File: src/rtl/vic_pkg.sv
package vic_pkg;

   localparam int MAX_LINES = 32;
   localparam int DATA_W    = 32;
   localparam int BUS_AW    = 5;

   typedef enum logic [1:0] {
      SENSE_RISE = 2'd0,
      SENSE_FALL = 2'd1,
      SENSE_HIGH = 2'd2,
      SENSE_LOW  = 2'd3
   } sense_e;

   typedef enum logic [2:0] {
      OFS_STATUS = 3'd0,
      OFS_PEND   = 3'd1,
      OFS_ENABLE = 3'd2,
      OFS_ACK    = 3'd3,
      OFS_SETEN  = 3'd4,
      OFS_CLREN  = 3'd5,
      OFS_VECTOR = 3'd6,
      OFS_MASTER = 3'd7
   } reg_idx_e;

   localparam logic [1:0] MASTER_ON = 2'b11;

endpackage

File: src/rtl/vic_line_cap.sv
module vic_line_cap
   import vic_pkg::*;
#(
   parameter sense_e SENSE       = SENSE_RISE,
   parameter int     SYNC_STAGES = 2
) (
   input  logic clk,
   input  logic rst_n,
   input  logic line_in,
   output logic event_o
);

   localparam logic IDLE_LVL = (SENSE == SENSE_LOW);

   if (SYNC_STAGES < 2) begin : g_bad_sync
      $error("vic_line_cap: SYNC_STAGES must be at least 2");
   end

   logic [SYNC_STAGES-1:0] sync_q;
   logic                   line_sync;

   always_ff @(posedge clk or negedge rst_n) begin
      if (!rst_n) begin
         sync_q <= {SYNC_STAGES{IDLE_LVL}};
      end else begin
         sync_q <= {sync_q[SYNC_STAGES-2:0], line_in};
      end
   end

   assign line_sync = sync_q[SYNC_STAGES-1];

   // Edge modes compare with the previous synchronized sample; level modes pass through.
   case (SENSE)
      SENSE_RISE, SENSE_FALL: begin : g_edge
         logic prev_q;
         always_ff @(posedge clk or negedge rst_n) begin
            if (!rst_n) begin
               prev_q <= IDLE_LVL;
            end else begin
               prev_q <= line_sync;
            end
         end
         if (SENSE == SENSE_RISE) begin : g_rise
            assign event_o = line_sync & ~prev_q;
         end else begin : g_fall
            assign event_o = ~line_sync & prev_q;
         end
      end
      SENSE_HIGH: begin : g_lvl_hi
         assign event_o = line_sync;
      end
      default: begin : g_lvl_lo
         assign event_o = ~line_sync;
      end
   endcase

endmodule

File: src/rtl/vic_prio_enc.sv
module vic_prio_enc #(
   parameter int N     = 32,
   parameter int IDX_W = 5
) (
   input  logic [N-1:0]     req,
   output logic             found,
   output logic [IDX_W-1:0] idx
);

   if ((1 << IDX_W) < N) begin : g_bad_idx
      $error("vic_prio_enc: IDX_W too narrow for N");
   end

   // Scan from the top down so the lowest set index is the last assignment.
   always_comb begin
      found = |req;
      idx   = '0;
      for (int i = N - 1; i >= 0; i--) begin
         if (req[i]) begin
            idx = IDX_W'(i);
         end
      end
   end

endmodule

File: src/rtl/vic_regfile.sv
module vic_regfile
   import vic_pkg::*;
#(
   parameter int N     = 32,
   parameter int IDX_W = 5
) (
   input  logic              clk,
   input  logic              rst_n,
   input  logic [BUS_AW-1:0] bus_addr,
   input  logic              bus_wr,
   input  logic [DATA_W-1:0] bus_wdata,
   input  logic              bus_rd,
   input  logic [N-1:0]      cap_event,
   input  logic              vec_found,
   input  logic [IDX_W-1:0]  vec_idx,
   output logic [N-1:0]      status_q,
   output logic [N-1:0]      enable_q,
   output logic [1:0]        master_q,
   output logic [N-1:0]      pend_o,
   output logic [DATA_W-1:0] bus_rdata
);

   if (N > DATA_W) begin : g_bad_n
      $error("vic_regfile: N exceeds data width");
   end

   reg_idx_e          word_sel;
   logic              aligned;
   logic              wr_hit;
   logic [N-1:0]      wmask;
   logic [N-1:0]      ack_mask;
   logic [DATA_W-1:0] rd_word;

   function automatic logic [DATA_W-1:0] widen_mask(input logic [N-1:0] v);
      logic [DATA_W-1:0] w;
      w        = '0;
      w[N-1:0] = v;
      return w;
   endfunction

   function automatic logic [DATA_W-1:0] widen_idx(input logic [IDX_W-1:0] v);
      logic [DATA_W-1:0] w;
      w            = '0;
      w[IDX_W-1:0] = v;
      return w;
   endfunction

   assign word_sel = reg_idx_e'(bus_addr[BUS_AW-1:2]);
   assign aligned  = (bus_addr[1:0] == 2'b00);
   assign wr_hit   = bus_wr && aligned;
   assign wmask    = bus_wdata[N-1:0];
   assign ack_mask = (wr_hit && word_sel == OFS_ACK) ? wmask : '0;
   assign pend_o   = status_q & enable_q;

   always_ff @(posedge clk or negedge rst_n) begin
      if (!rst_n) begin
         enable_q <= '0;
         master_q <= '0;
      end else if (wr_hit) begin
         case (word_sel)
            OFS_ENABLE: enable_q <= wmask;
            OFS_SETEN:  enable_q <= enable_q | wmask;
            OFS_CLREN:  enable_q <= enable_q & ~wmask;
            OFS_MASTER: master_q <= bus_wdata[1:0];
            default: ;
         endcase
      end
   end

   // A fresh capture event outranks an acknowledge of the same bit.
   always_ff @(posedge clk or negedge rst_n) begin
      if (!rst_n) begin
         status_q <= '0;
      end else begin
         status_q <= (status_q & ~ack_mask) | cap_event;
      end
   end

   always_comb begin
      rd_word = '0;
      if (aligned) begin
         case (word_sel)
            OFS_STATUS: rd_word = widen_mask(status_q);
            OFS_PEND:   rd_word = widen_mask(pend_o);
            OFS_ENABLE: rd_word = widen_mask(enable_q);
            OFS_VECTOR: rd_word = vec_found ? widen_idx(vec_idx) : '1;
            OFS_MASTER: rd_word = {{(DATA_W-2){1'b0}}, master_q};
            default:    rd_word = '0;
         endcase
      end
   end

   always_ff @(posedge clk or negedge rst_n) begin
      if (!rst_n) begin
         bus_rdata <= '0;
      end else if (bus_rd) begin
         bus_rdata <= rd_word;
      end
   end

endmodule

File: src/rtl/vic_ctrl.sv
module vic_ctrl
   import vic_pkg::*;
#(
   parameter int                       N_LINES     = 32,
   parameter logic [2*MAX_LINES-1:0]   SENSE_MAP   = '0,
   parameter int                       SYNC_STAGES = 2
) (
   input  logic               clk,
   input  logic               rst_n,
   input  logic [N_LINES-1:0] irq_in,
   input  logic [BUS_AW-1:0]  bus_addr,
   input  logic               bus_wr,
   input  logic [DATA_W-1:0]  bus_wdata,
   input  logic               bus_rd,
   output logic [DATA_W-1:0]  bus_rdata,
   output logic               irq_out
);

   localparam int IDX_W = (N_LINES > 1) ? $clog2(N_LINES) : 1;

   if (N_LINES < 1 || N_LINES > MAX_LINES) begin : g_bad_lines
      $error("vic_ctrl: N_LINES must be between 1 and 32");
   end

   logic [N_LINES-1:0] cap_event;
   logic [N_LINES-1:0] status_q;
   logic [N_LINES-1:0] enable_q;
   logic [N_LINES-1:0] pend;
   logic [1:0]         master_q;
   logic               vec_found;
   logic [IDX_W-1:0]   vec_idx;

   for (genvar i = 0; i < N_LINES; i++) begin : g_line
      vic_line_cap #(
         .SENSE       (sense_e'(SENSE_MAP[2*i +: 2])),
         .SYNC_STAGES (SYNC_STAGES)
      ) cap_i (
         .clk     (clk),
         .rst_n   (rst_n),
         .line_in (irq_in[i]),
         .event_o (cap_event[i])
      );
   end

   vic_regfile #(
      .N     (N_LINES),
      .IDX_W (IDX_W)
   ) regs_i (
      .clk       (clk),
      .rst_n     (rst_n),
      .bus_addr  (bus_addr),
      .bus_wr    (bus_wr),
      .bus_wdata (bus_wdata),
      .bus_rd    (bus_rd),
      .cap_event (cap_event),
      .vec_found (vec_found),
      .vec_idx   (vec_idx),
      .status_q  (status_q),
      .enable_q  (enable_q),
      .master_q  (master_q),
      .pend_o    (pend),
      .bus_rdata (bus_rdata)
   );

   vic_prio_enc #(
      .N     (N_LINES),
      .IDX_W (IDX_W)
   ) prio_i (
      .req   (pend),
      .found (vec_found),
      .idx   (vec_idx)
   );

   assign irq_out = (master_q == MASTER_ON) && vec_found;

endmodule

File: config.mk
export PLATFORM = sky130hd
export DESIGN_NAME = vic_ctrl
export DESIGN_NICKNAME = d
export VERILOG_FILES = /design/src/rtl/vic_pkg.sv /design/src/rtl/vic_line_cap.sv /design/src/rtl/vic_prio_enc.sv /design/src/rtl/vic_regfile.sv /design/src/rtl/vic_ctrl.sv
export SDC_FILE = /design/constraint.sdc
export NUM_CORES = 1
export LEC_CHECK = 0
export CORE_UTILIZATION = 55
export CTS_BUF_LIST = sky130_fd_sc_hd__clkbuf_16
export DETAILED_ROUTE_END_ITERATION = 12
export GPL_ROUTABILITY_DRIVEN = 0
export MAX_ROUTING_LAYER = met4
export PLACE_DENSITY = 0.8
export SLEW_MARGIN = 15
export SYNTH_ARGS = -nofsm -noshare
export SYNTH_HDL_FRONTEND = slang
export SYNTH_SLANG_ARGS = --single-unit
File: constraint.sdc
create_clock -name clk -period 1.9 [get_ports clk]
set_input_delay 0.285 -clock clk [delete_from_list [all_inputs] [get_ports clk]]
set_output_delay 0.285 -clock clk [all_outputs]
set_load 0.03 [all_outputs]
After elaboration in Yosys (flattened, before gate mapping)

Index checks and enable logic that the tools add are counted.

Register bits after elaboration: 194
Input bits: 73
Word-level logic and storage cells: 193

Eq/ne operators: 8
Muxes and demuxes: 37
Bitwise operators: 71
Reduce and logical (&&, ||, !) cells: 9

Operators by type and width:

| cell                                                            | number |
|---|---|
| 5-bit two-way mux                                               | 32 |
| 32-bit one-hot mux with 5 select lines                          | 1 |
| 32-bit AND                                                      | 3 |
| 32-bit two-way mux                                              | 3 |
| 32-bit one-hot mux with 3 select lines                          | 1 |
| 32-bit NOT                                                      | 2 |
| 32-bit bitwise OR                                               | 2 |
| 1-bit AND                                                       | 32 |
| 1-bit NOT                                                       | 32 |
| 32-bit OR reduction                                             | 1 |
| 3-bit == test, second input constant                            | 4 |
| 3-bit by 2-bit == test with 1-bit output, second input constant | 2 |
| 2-bit AND reduction                                             | 2 |
| 3-bit by 1-bit == test with 1-bit output, second input constant | 1 |
| 1-bit logical AND                                               | 3 |
| 3-bit logical NOT                                               | 1 |
| 3-bit nonzero test                                              | 1 |
| 2-bit == test, second input constant                            | 1 |
| 2-bit logical NOT                                               | 1 |

Longest topological paths before layout

Depth in word-level cells: 36
Depth in mapped cells: 9
Gate-level depth less buffers: 6

Cells and area by module

Synthesis repeated with hierarchy kept, for this count alone.

Cell total of the unflattened synthesis: 764
Area total of the unflattened synthesis: 8455.6 µm²

By module, submodules not included:

| module       | instances | cells each | area an instance (µm²) |
|---|---|---|---|
| vic_regfile  | 1         | 570        | 5221.3 |
| vic_line_cap | 32        | 4          | 88.8 |
| vic_prio_enc | 1         | 65         | 385.4 |
| vic_ctrl     | 1         | 1          | 6.3 |

Least setup slack after synthesis

No wires, ideal clock.

Path type: register -> output
Start: register regs_i.status_q[29]
End: output port irq_out
Data arrival time: 1588 ps
Required time: 1615 ps
Slack: 27 ps
Cell stages (with the launch flop): 5
Buffers on the path: 0
Cell sequence: dfrtp_1 a22o_1 nand2b_1 nor4_4 a311oi_1

Word-level cells in the longest chain between the ends: 3

RTL lines:

| what                     | RTL line           | RTL |
|---|---|---|
| start: declaration       | vic_regfile.sv:16  | `output logic [N-1:0] status_q,` |
| start signal: assignment | vic_regfile.sv:75  | `status_q <= (status_q & ~ack_mask) \| cap_event;` |
| 32-bit AND               | vic_regfile.sv:53  | `assign pend_o = status_q & enable_q;` |
| 32-bit OR reduction      | vic_prio_enc.sv:16 | `found = \|req;` |
| 1-bit logical AND        | vic_ctrl.sv:74     | `assign irq_out = (master_q == MASTER_ON) && vec_found;` |
| end: declaration         | vic_ctrl.sv:16     | `output logic irq_out` |

No other way between the ends.

Worst setup path in the final report

Start: register regs_i.enable_q[25]
End: output port irq_out

Word-level cells in the longest chain between the ends: 3

RTL lines:

| what                     | RTL line           | RTL |
|---|---|---|
| start: declaration       | vic_regfile.sv:17  | `output logic [N-1:0] enable_q,` |
| start signal: assignment | vic_regfile.sv:61  | `OFS_ENABLE: enable_q <= wmask;` |
| start signal: assignment | vic_regfile.sv:62  | `OFS_SETEN: enable_q <= enable_q \| wmask;` |
| start signal: assignment | vic_regfile.sv:63  | `OFS_CLREN: enable_q <= enable_q & ~wmask;` |
| 32-bit AND               | vic_regfile.sv:53  |  |
| 32-bit OR reduction      | vic_prio_enc.sv:16 |  |
| 1-bit logical AND        | vic_ctrl.sv:74     |  |

No other way between the ends.

==> flow_metrics.py <==
metrics = {
    "outcome": {
        "status": "complete, but fails checks",
        "violations": "setup timing",
    },
    "synth": {
        "syn_area_um2": 7890,
        "synthArstFlopShare_pct": 100,
        "synth_commonest_cells": "194 x dfrtp_1, 142 x nand2_1, 61 x o21ai_1, 40 x inv_1, 34 x a21oi_1",
        "synthCells": 730,
        "synth_simple_gate_area_share_pct": 13.6,
        "synth.top_cells.by_area": "dfrtp_1 62%, nand2_1 6.8%, o21ai_1 3.9%, o211ai_1 3.0%, a21oi_1 2.2%",
        "synth_fa_ha_area_share_pct": 0,
        "synth_fp_nets": 803,
        "synth_ff_type": "dfrtp_1",
        "synth_cell_types": 49,
        "synth-compound-area-share_pct": 19.4,
        "synth_xor_area_share_pct": 0,
        "ys_ff_latch": 194,
        "synthMuxAreaShare_pct": 1.40,
        "netlist.area_leader.share_pct": 61.6,
        "synth_top_family_by_area": "compound AO/OA/AOI/OAI gates",
        "synth_edf_count": 0,
        "synth_most_common_cell": "dfrtp_1",
        "yosysTopAreaCell": "dfrtp_1",
        "seq_area_frac_synth_pct": 61.6,
        "syn_area_per_cell_um2": 10.8,
        "synth_warnings": 0,
    },
    "drt": {
        "drt_iter0_markers": 606,
        "antenna_left": 0,
        "viasPerCell": 5.89,
        "vias": 6437,
        "drc": 0,
        "dr.pass1.iters": 6,
        "wl_mm": 19.7,
        "wl_per_cell_um": 18.0,
    },
    "timing": {
        "fin_crit_ns": 2.27,
        "hold_violations": 0,
        "finalCritPeriodShare_pct": 119,
        "rsz0062_at_grt": "true",
        "worst_clock_skew_ns": 0.00794,
        "maxSlewViolCount": 0,
        "relSlewSlack_pct": 63.6,
        "final.setup.worst_slack_ns": -0.368,
        "worst_pin_slew_ns": 0.532,
        "fmax_mhz": 441,
        "fin_setup_tns_ns": -0.368,
        "setup_violations": 1,
    },
    "final_layout": {
        "antenna_cells": 0,
        "area_growth_pct": 32.0,
        "fin_nets": 972,
        "final_cell_area_um2": 10400,
        "drive_gt1_share_pct": 16.4,
        "stdcell_count": 1092,
    },
    "die": {
        "die_w_um": 122,
        "row_count": 43,
        "pin_count": 106,
        "core-area_um2": 13900,
        "start_util_pct": 56.6,
        "die_y_um": 122,
        "dieArea_um2": 14800,
    },
    "critical_path": {
        "critPathLaunchType": "register",
        "timing.rr.start": "regs_i.enable_q[12]",
        "crit_arrival_ns": 1.98,
        "cp_max_fo": 5,
        "required_ns": 1.62,
        "endpoint_kind": "output port",
        "crit_type": "register to output port",
        "cp-startpoint": "regs_i.enable_q[25]",
    },
    "clock_tree": {
        "cts_tree": "yes",
        "cts_max_level": 4,
        "clk_path_buf_depth": 2,
        "cts_sinks": 194,
        "cts_buffers": 17,
        "clock_latency_ns": 0.43,
        "clock-root-buffer": "clkbuf_16",
        "clk_pin_slew_ns": 0.07,
    },
    "placed_design": {
        "hpwl_mm": 13.5,
        "place_ws_ns": -0.214,
        "place_area_um2": 9670,
        "dpl.cell_count": 1052,
        "io_buffers": 105,
    },
    "min_path": {
        "hold_path_class": "primary input to register",
        "holdCritStartpoint": "irq_in[25]",
    },
    "power": {
        "p_per_area_nw_per_um2": 982,
        "peakVddDrop_uv": 632,
        "power.leakage_nw": 4.83,
    },
    "global_routing": {
        "grt_overflow": 0,
        "grt_max_degree": 55,
        "antenna_found_initial": 0,
        "track_usage_pct": 29.1,
        "grt_pass1_wl_mm": 31.6,
        "grt_pass1_vias": 6220,
    },
    "run": {
        "maxCapViolations": 0,
    },
}
==> area by class of cell <==
| type | instances | area (um2) |
|---|---|---|
| timing repair buffer | 182 | 1770 |
| fill | 905 | 3520 |
| clock inverter | 15 | 203 |
| multi-input combinational | 463 | 2780 |
| tap | 180 | 225 |
| clock buffer | 17 | 425 |
| inverter | 41 | 154 |
| sequential | 194 | 4860 |
==> through the flow <==
step	hold WS [ns]	util [%]	power [W]
3_3_place_gp	0.271	69.4	0.00630
3_5_place_dp	0.277	69.4	0.00638
5_1_grt	0.273	74.7	0.0106
4_1_cts	0.276	74.5	0.0102
6_report	0.285	74.7	0.0102
2_1_floorplan	-0.0106	-	0.00557
==> critical path, cell delays in order (launching register included) <==
cell and delay [ns]:
dfrtp_2 0.45, a22oi_2 0.27, nand2_2 0.13, nor4_4 0.33, a311oi_2 0.18, buf_4 0.20
==> cells by family after synthesis <==
kind of cell / count (synthesis)
buffers and inverters: 73
muxes: 11
and+or+nand+nor: 225
DFF: 194
AOI/OAI and AO/OA: 227
==> final timing paths <==
kind	end	slack [ns]	depth (start not counted)
hold reg to reg	g_line[6].cap_i.sync_q[1]	0.35	0
min in group asynchronous	g_line[21].cap_i.sync_q[1]	0.38	2
setup reg to reg	regs_i.bus_rdata[3]	0.05	7
setup / recovery	irq_out	-0.37	5
max in group asynchronous	regs_i.bus_rdata[5]	0.89	3
hold / removal	g_line[25].cap_i.sync_q[0]	0.28	1
==> power by group <==
group | total, W | switching (W) | internal (W)
Clock | 0.00376 | 0.00164 | 0.00212
Sequential | 0.00463 | 0.000226 | 0.00440
Combinational | 0.00184 | 0.000991 | 0.000846
==> routing by layer <==
metal | GRT usage, % | share of wire, %
met3 | 6.60 | 8.0
met2 | 41.4 | 47
met1 | 40.2 | 43
met5 | - | 0
met4 | 12.3 | 2.1
==> what timing repair did <==
item	in CTS	in global routing
hold endpoints to repair	49	0
resized for setup	8	5
hold buffers	1	0
pin swaps	6	1
setup buffers	6	1
endpoints found under the setup margin	1	31
==> cell usage in the layout (no fill, tap or decap), drive strengths merged, types with 2 or more instances in the layout <==
master,n
dfrtp,194
nand2,153
clkdlybuf4s50,103
buf,77
o21ai,68
inv,46
a21oi,34
o211ai,32
nor2b,28
a21o,21
a22o,19
clkbuf,18
a22oi,18
nand3,15
o22ai,13
nor2,13
mux2i,11
clkinv,6
nand2b,5
a211oi,4
a32o,3
bufinv,3
nand4,2
and2,2
a31oi,2
o32a,2
a32oi,2
o221ai,2
nor3,2
==> flip-flops by register name (all words and copies together) (netlist names) <==
signal                      count
regs_i.bus_rdata               32
g_line.cap_i.g_edge.prev_q     32
regs_i.enable_q                32
regs_i.status_q                32
regs_i.master_q                 2
g_line.cap_i.sync_q            64
(Power assumes the default switching activity.)
